[config.mk]
export PLATFORM = sky130hd
export DESIGN_NAME = sdram_init_seq
export DESIGN_NICKNAME = d
export VERILOG_FILES = /design/src/rtl/sdinit_pkg.sv /design/src/rtl/sdinit_gap_timer.sv /design/src/rtl/sdinit_ref_counter.sv /design/src/rtl/sdinit_cmd_enc.sv /design/src/rtl/sdram_init_seq.sv
export SDC_FILE = /design/constraint.sdc
export NUM_CORES = 1
export LEC_CHECK = 0
export ABC_AREA = 1
export CAP_MARGIN = 0
export CORE_MARGIN = 1
export CORE_UTILIZATION = 42
export CTS_CLUSTER_SIZE = 14
export DETAILED_ROUTE_END_ITERATION = 6
export DONT_BUFFER_PORTS = 1
export HOLD_SLACK_MARGIN = 0.05
export PLACE_DENSITY = 0.64
export SYNTH_ARGS = -nofsm -noshare
export SYNTH_HDL_FRONTEND = slang
export SYNTH_SLANG_ARGS = --single-unit
export TNS_END_PERCENT = 50
[constraint.sdc]
create_clock -name clk_i -period 1.8 [get_ports clk_i]
set_clock_uncertainty 0.05 [all_clocks]
set_input_delay 0.09 -clock clk_i [delete_from_list [all_inputs] [get_ports clk_i]]
set_output_delay 0.09 -clock clk_i [all_outputs]
set_load 0.02 [all_outputs]
[src/rtl/sdinit_pkg.sv]
package sdinit_pkg;

    typedef enum logic [3:0] {
        S_IDLE,
        S_PWR,
        S_PALL,
        S_GAP_P,
        S_REF,
        S_GAP_R,
        S_MRS,
        S_GAP_M,
        S_DONE
    } seq_state_e;

    typedef struct packed {
        logic cs_n;
        logic ras_n;
        logic cas_n;
        logic we_n;
    } cmd_pins_t;

    localparam cmd_pins_t CMD_NOP  = cmd_pins_t'(4'b0111);
    localparam cmd_pins_t CMD_PALL = cmd_pins_t'(4'b0010);
    localparam cmd_pins_t CMD_REF  = cmd_pins_t'(4'b0001);
    localparam cmd_pins_t CMD_MRS  = cmd_pins_t'(4'b0000);

    localparam int REF_TOTAL = 8;

endpackage

[src/rtl/sdinit_gap_timer.sv]
module sdinit_gap_timer #(
    parameter int W = 4
) (
    input  logic         clk_i,
    input  logic         rst_ni,
    input  logic         load_i,
    input  logic [W-1:0] load_val_i,
    output logic         zero_o
);

    logic [W-1:0] cnt_d, cnt_q;

    always_comb begin
        if (load_i) begin
            cnt_d = load_val_i;
        end else if (cnt_q != '0) begin
            cnt_d = cnt_q - 1'b1;
        end else begin
            cnt_d = cnt_q;
        end
    end

    always_ff @(posedge clk_i or negedge rst_ni) begin
        if (!rst_ni) cnt_q <= '0;
        else         cnt_q <= cnt_d;
    end

    assign zero_o = (cnt_q == '0);

    // an expired timer stays expired until it is reloaded
    p_hold_zero_r3: assert property (@(posedge clk_i) disable iff (!rst_ni)
        (!load_i && zero_o) |=> zero_o);

    // a timer that is counting moves down by exactly one per cycle
    p_step_one_r5: assert property (@(posedge clk_i) disable iff (!rst_ni)
        (!load_i && !zero_o) |=> (cnt_q == $past(cnt_q) - 1'b1));

endmodule

[src/rtl/sdinit_ref_counter.sv]
module sdinit_ref_counter #(
    parameter int N = 8
) (
    input  logic                 clk_i,
    input  logic                 rst_ni,
    input  logic                 clr_i,
    input  logic                 inc_i,
    output logic [$clog2(N)-1:0] cnt_o,
    output logic                 last_o
);

    localparam int W = $clog2(N);
    localparam logic [W-1:0] LAST = W'(N - 1);

    logic [W-1:0] cnt_d, cnt_q;

    always_comb begin
        cnt_d = cnt_q;
        if (clr_i)      cnt_d = '0;
        else if (inc_i) cnt_d = cnt_q + 1'b1;
    end

    always_ff @(posedge clk_i or negedge rst_ni) begin
        if (!rst_ni) cnt_q <= '0;
        else         cnt_q <= cnt_d;
    end

    assign cnt_o  = cnt_q;
    assign last_o = (cnt_q == LAST);

    // the count never steps past the last refresh
    p_no_wrap_r6: assert property (@(posedge clk_i) disable iff (!rst_ni)
        !(inc_i && last_o));

endmodule

[src/rtl/sdinit_cmd_enc.sv]
module sdinit_cmd_enc
    import sdinit_pkg::*;
#(
    parameter int ADDR_W = 13,
    parameter int AP_BIT = 10,
    parameter int MODE_W = 12
) (
    input  seq_state_e        state_i,
    input  logic [MODE_W-1:0] mode_i,
    output cmd_pins_t         cmd_o,
    output logic [ADDR_W-1:0] addr_o
);

    always_comb begin
        cmd_o  = CMD_NOP;
        addr_o = '0;
        case (state_i)
            S_PALL: begin
                cmd_o          = CMD_PALL;
                addr_o[AP_BIT] = 1'b1;
            end
            S_REF: begin
                cmd_o = CMD_REF;
            end
            S_MRS: begin
                cmd_o  = CMD_MRS;
                addr_o = ADDR_W'(mode_i);
            end
            default: begin
                cmd_o  = CMD_NOP;
                addr_o = '0;
            end
        endcase
    end

endmodule

[src/rtl/sdram_init_seq.sv]
module sdram_init_seq
    import sdinit_pkg::*;
#(
    parameter int PWR_CYCLES = 20000,
    parameter int MRS_GAP    = 1,
    parameter int ADDR_W     = 13,
    parameter int AP_BIT     = 10,
    parameter int MODE_W     = 12
) (
    input  logic              clk_i,
    input  logic              rst_ni,
    input  logic              start_i,
    input  logic [1:0]        trp_code_i,
    input  logic [1:0]        trc_code_i,
    input  logic [MODE_W-1:0] mode_val_i,
    output logic              cs_n_o,
    output logic              ras_n_o,
    output logic              cas_n_o,
    output logic              we_n_o,
    output logic [ADDR_W-1:0] addr_o,
    output logic              dq_oe_o,
    output logic              done_o
);

    localparam int PWR_W  = $clog2(PWR_CYCLES + 1);
    localparam int GAP_W  = $clog2(MRS_GAP + 1);
    localparam int TMR_W0 = (PWR_W > 2) ? PWR_W : 2;
    localparam int TMR_W  = (GAP_W > TMR_W0) ? GAP_W : TMR_W0;
    localparam int REF_W  = $clog2(REF_TOTAL);

    localparam logic [TMR_W-1:0] PWR_LOAD  = (PWR_CYCLES > 0) ? TMR_W'(PWR_CYCLES - 1) : '0;
    localparam logic [TMR_W-1:0] MRS_LOAD  = (MRS_GAP > 1) ? TMR_W'(MRS_GAP - 1) : '0;
    localparam logic [REF_W-1:0] REF_LASTV = REF_W'(REF_TOTAL - 1);

    typedef struct packed {
        seq_state_e        st;
        logic [1:0]        trp;
        logic [1:0]        trc;
        logic [MODE_W-1:0] mode;
    } seq_regs_t;

    seq_regs_t        seq_d, seq_q;
    logic             tmr_load;
    logic [TMR_W-1:0] tmr_val;
    logic             tmr_zero;
    logic             ref_clr;
    logic             ref_inc;
    logic [REF_W-1:0] ref_cnt;
    logic             ref_last;
    cmd_pins_t        cmd;

    // ---------------- next-state logic ----------------
    always_comb begin
        seq_d    = seq_q;
        tmr_load = 1'b0;
        tmr_val  = '0;
        ref_clr  = 1'b0;
        ref_inc  = 1'b0;
        case (seq_q.st)
            S_IDLE: begin
                if (start_i) begin
                    seq_d.trp  = trp_code_i;
                    seq_d.trc  = trc_code_i;
                    seq_d.mode = mode_val_i;
                    ref_clr    = 1'b1;
                    if (PWR_CYCLES == 0) begin
                        seq_d.st = S_PALL;
                    end else begin
                        seq_d.st = S_PWR;
                        tmr_load = 1'b1;
                        tmr_val  = PWR_LOAD;
                    end
                end
            end
            S_PWR: begin
                if (tmr_zero) seq_d.st = S_PALL;
            end
            S_PALL: begin
                seq_d.st = S_GAP_P;
                tmr_load = 1'b1;
                tmr_val  = TMR_W'(seq_q.trp);
            end
            S_GAP_P: begin
                if (tmr_zero) seq_d.st = S_REF;
            end
            S_REF: begin
                seq_d.st = S_GAP_R;
                tmr_load = 1'b1;
                tmr_val  = TMR_W'(seq_q.trc);
            end
            S_GAP_R: begin
                if (tmr_zero) begin
                    if (ref_last) begin
                        seq_d.st = S_MRS;
                    end else begin
                        seq_d.st = S_REF;
                        ref_inc  = 1'b1;
                    end
                end
            end
            S_MRS: begin
                seq_d.st = S_GAP_M;
                tmr_load = 1'b1;
                tmr_val  = MRS_LOAD;
            end
            S_GAP_M: begin
                if (tmr_zero) seq_d.st = S_DONE;
            end
            S_DONE: begin
                seq_d.st = S_DONE;
            end
            default: begin
                seq_d.st = S_IDLE;
            end
        endcase
    end

    always_ff @(posedge clk_i or negedge rst_ni) begin
        if (!rst_ni) begin
            seq_q <= '{st: S_IDLE, trp: 2'd0, trc: 2'd0, mode: '0};
        end else begin
            seq_q <= seq_d;
        end
    end

    // ---------------- sub-blocks ----------------
    sdinit_gap_timer #(
        .W (TMR_W)
    ) u_timer (
        .clk_i      (clk_i),
        .rst_ni     (rst_ni),
        .load_i     (tmr_load),
        .load_val_i (tmr_val),
        .zero_o     (tmr_zero)
    );

    sdinit_ref_counter #(
        .N (REF_TOTAL)
    ) u_refcnt (
        .clk_i  (clk_i),
        .rst_ni (rst_ni),
        .clr_i  (ref_clr),
        .inc_i  (ref_inc),
        .cnt_o  (ref_cnt),
        .last_o (ref_last)
    );

    sdinit_cmd_enc #(
        .ADDR_W (ADDR_W),
        .AP_BIT (AP_BIT),
        .MODE_W (MODE_W)
    ) u_enc (
        .state_i (seq_q.st),
        .mode_i  (seq_q.mode),
        .cmd_o   (cmd),
        .addr_o  (addr_o)
    );

    assign cs_n_o  = cmd.cs_n;
    assign ras_n_o = cmd.ras_n;
    assign cas_n_o = cmd.cas_n;
    assign we_n_o  = cmd.we_n;
    assign dq_oe_o = 1'b0;
    assign done_o  = (seq_q.st == S_DONE);

    // ---------------- assertions ----------------
    // every command is followed by a NOP cycle
    p_nop_after_cmd_r11: assert property (@(posedge clk_i) disable iff (!rst_ni)
        (cmd != CMD_NOP) |=> (cmd == CMD_NOP));

    // precharge-all drives the all-banks address bit
    p_pall_ap_r4: assert property (@(posedge clk_i) disable iff (!rst_ni)
        (cmd == CMD_PALL) |-> addr_o[AP_BIT]);

    // the mode load is reached only after the eighth refresh
    p_mrs_after_eighth_r6: assert property (@(posedge clk_i) disable iff (!rst_ni)
        (seq_q.st == S_MRS) |-> (ref_cnt == REF_LASTV));

    // done is sticky and the lines stay idle
    p_done_sticky_r8: assert property (@(posedge clk_i) disable iff (!rst_ni)
        done_o |=> (done_o && cmd == CMD_NOP));

    // once started, the sequencer never returns to accept another start
    p_no_restart_r2: assert property (@(posedge clk_i) disable iff (!rst_ni)
        (seq_q.st != S_IDLE) |=> (seq_q.st != S_IDLE));

    // captured configuration is frozen while a sequence runs
    p_cfg_frozen_r10: assert property (@(posedge clk_i) disable iff (!rst_ni)
        (seq_q.st != S_IDLE) |=> ($stable(seq_q.trp) && $stable(seq_q.trc) && $stable(seq_q.mode)));

endmodule

==> flow_metrics.py <==
metrics = {
    "outcome": {
        "status": "finished, final reports clean",
    },
    "power": {
        "power.internal_mw": 1.475,
        "seqPwrFrac": 0.472,
        "swShare": 0.1834,
        "power.switching_uw": 331.3,
        "p_per_area_nw_per_um2": 676.5,
        "power_frac_comb": 0.033,
        "p_leak_nw": 1.518,
        "p_total_mw": 1.806,
        "clkPwrFrac": 0.495,
        "irDropWorstVdd_uv": 622.4,
    },
    "worst_setup_path": {
        "arrival_ns": 1.56,
        "cp.required_ns": 1.66,
        "cp_max_fo": 6,
        "cp-start-kind": "flop",
        "worstSetupPathType": "reg -> out",
        "cp-end-kind": "primary output",
        "r2r_slack_ns": 0.15,
    },
    "sta": {
        "finalSetupTns_ns": 0,
        "post-route-min-period_ns": 1.697,
        "fmax_mhz": 589.4,
        "slew_viol_final": 0,
        "whs_ns": 0.07998,
        "period_share": 0.9426,
        "setup_violations": 0,
        "rsz0062_at_grt": "false",
        "layout_setup_ws_ns": 0.1033,
        "hold_viol": 0,
    },
    "cts": {
        "clk_latency_ns": 0.28,
        "path_clk_slew_ns": 0.08,
        "cts_max_level": 2,
        "clockBufferDepth": 2,
        "clkSinkCount": 38,
        "tritoncts": "built",
        "cts_buffers": 5,
        "root_buffer": "clkbuf_8",
    },
    "route": {
        "wl_per_cell_um": 12.00,
        "dr_total_vias": 1747,
        "dr.pass1.iters": 4,
        "avgViaCountPerCell": 4.671,
        "drc_errors": 0,
        "ant_nets": 0,
        "routed_wl_um": 4489,
        "first_iter_violations": 34,
    },
    "final_layout": {
        "fillers": 436,
        "instances_no_fill": 374,
        "finalInstanceArea_um2": 2670,
        "drive_above_1_share": 0.1954,
        "syn_to_final_growth_pct": 24.29,
        "final_cell_mix": "nor2_1 (54), nand2_1 (47), dfrtp_1 (37)",
        "final_util": 0.5543,
        "num_antenna_cells": 0,
        "final_common_cell": "nor2_1",
        "layout.nets": 328,
    },
    "logic_synthesis": {
        "synth_edf_count": 0,
        "netlist_instances": 267,
        "postSynth.asyncResetShare": 1.000,
        "synth_ff_type": "dfrtp_1",
        "syn_area_um2": 2148,
        "synth_cell_type_count": 34,
        "ys_ff_latch": 38,
        "syn-mean-instance-area_um2": 8.046,
        "yosys_warnings": 0,
        "yosysSeqAreaShare": 0.4426,
    },
    "die": {
        "die_w_um": 73.52,
        "fp.dieArea_um2": 5405,
        "core_area_um2": 4817,
        "ios": 38,
        "start_util": 0.4460,
        "num_rows": 25,
        "die_h_um": 73.52,
    },
    "global_routing": {
        "grt_overflow": 0,
        "grt_pass1_vias": 1708,
        "track_usage": 0.1757,
        "grt_max_degree": 39,
        "grt_pass1_wl_um": 7293,
        "grt_antenna_before_repair": 0,
    },
    "place": {
        "pre_cts_ws_ns": 0.1291,
        "dp_hpwl_um": 3002,
        "gp_congestion": 0.8202,
        "place_inst": 343,
        "placed_area_um2": 2281,
        "portBuffers": 0,
    },
    "run": {
        "maxCapViolCount": 0,
    },
    "min_path": {
        "worstHoldPathType": "in -> reg",
    },
}
## flip-flops by register name, indices dropped and copies added, names as in the netlist
signal          flops
seq_q              20
u_timer.cnt_q      15
u_refcnt.cnt_o      3
## cells by family (layout without fill, tap and decap cells)
group           after synthesis  after routing  synth area share
flops                        38             38            0.4426
other cells                   1              3          0.001746
simple gates                143            143            0.3133
compound gates               25             25           0.06581
buf+inv                      46             84            0.1077
fa+ha+maj                     3              3           0.01747
xor+xnor                      5              5           0.02039
mux                           6              6           0.03087
## layer usage
metal / vias to the layer above / share of wire / GRT usage
met3: 2 / 0.025 / 0.03429
met1: 816 / 0.45 / 0.2111
met4: 0 / 0.0051 / 0.04487
met2: 24 / 0.52 / 0.3201
met5: - / 0 / 0
li1: 905 / - / -
## critical path, stage by stage, from the launching register on
cell	delay, ns
dfrtp_1	0.48
buf_4	0.19
nor4_1	0.38
buf_4	0.22
## repair_timing
| item | in CTS | in global routing |
|---|---|---|
| gates resized for setup | 0 | 2 |
| hold buffers | 19 | 0 |
| setup endpoints to repair | 0 | 6 |
| setup buffers | 0 | 4 |
| endpoints found under the hold margin | 55 | 0 |
## synth_stat cells (4+ instances only)
master    n  area [um^2]
nor2_1   55        206.5
nand2_1  47        176.4
dfrtp_1  38        950.9
inv_1    33        123.9
a21oi_1  18        90.09
nand3_1  18        90.09
buf_6     5        56.30
nor2_4    5        56.30
buf_4     4        30.03
## area by class of cell
class,count,area (um^2),share of cell area
tap,67,83.83,0.03140
multi-input combinational,185,975.9,0.3655
sequential,38,952.2,0.3566
timing repair buffer,42,385.4,0.1443
clock inverter,2,60.06,0.02249
clock buffer,6,82.58,0.03093
inverter,34,130.1,0.04873
## final timing paths
check                                      start                end  depth (start not counted)
max in group asynchronous                 rst_ni          seq_q[18]                          2
worst max register to register  u_timer.cnt_q[0]   u_timer.cnt_q[3]                          8
worst min register to register  u_timer.cnt_q[0]   u_timer.cnt_q[0]                          2
min in group asynchronous                 rst_ni  u_timer.cnt_q[12]                          2
worst min-delay path                     start_i          seq_q[14]                          2
worst max-delay path                   seq_q[17]             done_o                          3
## power groups by stage
| stage | Combinational, mW | Sequential [mW] | Clock [mW] |
|---|---|---|---|
| global placement | 0.00597 | 0.870 | 0 |
| floorplan | 0.0110 | 0.870 | 0 |
| detailed placement | 0.00597 | 0.870 | 0 |
| finish | 0.0589 | 0.853 | 0.895 |
| CTS | 0.0596 | 0.853 | 0.910 |
| global route | 0.0648 | 0.853 | 0.934 |
(Power assumes the default switching activity.)
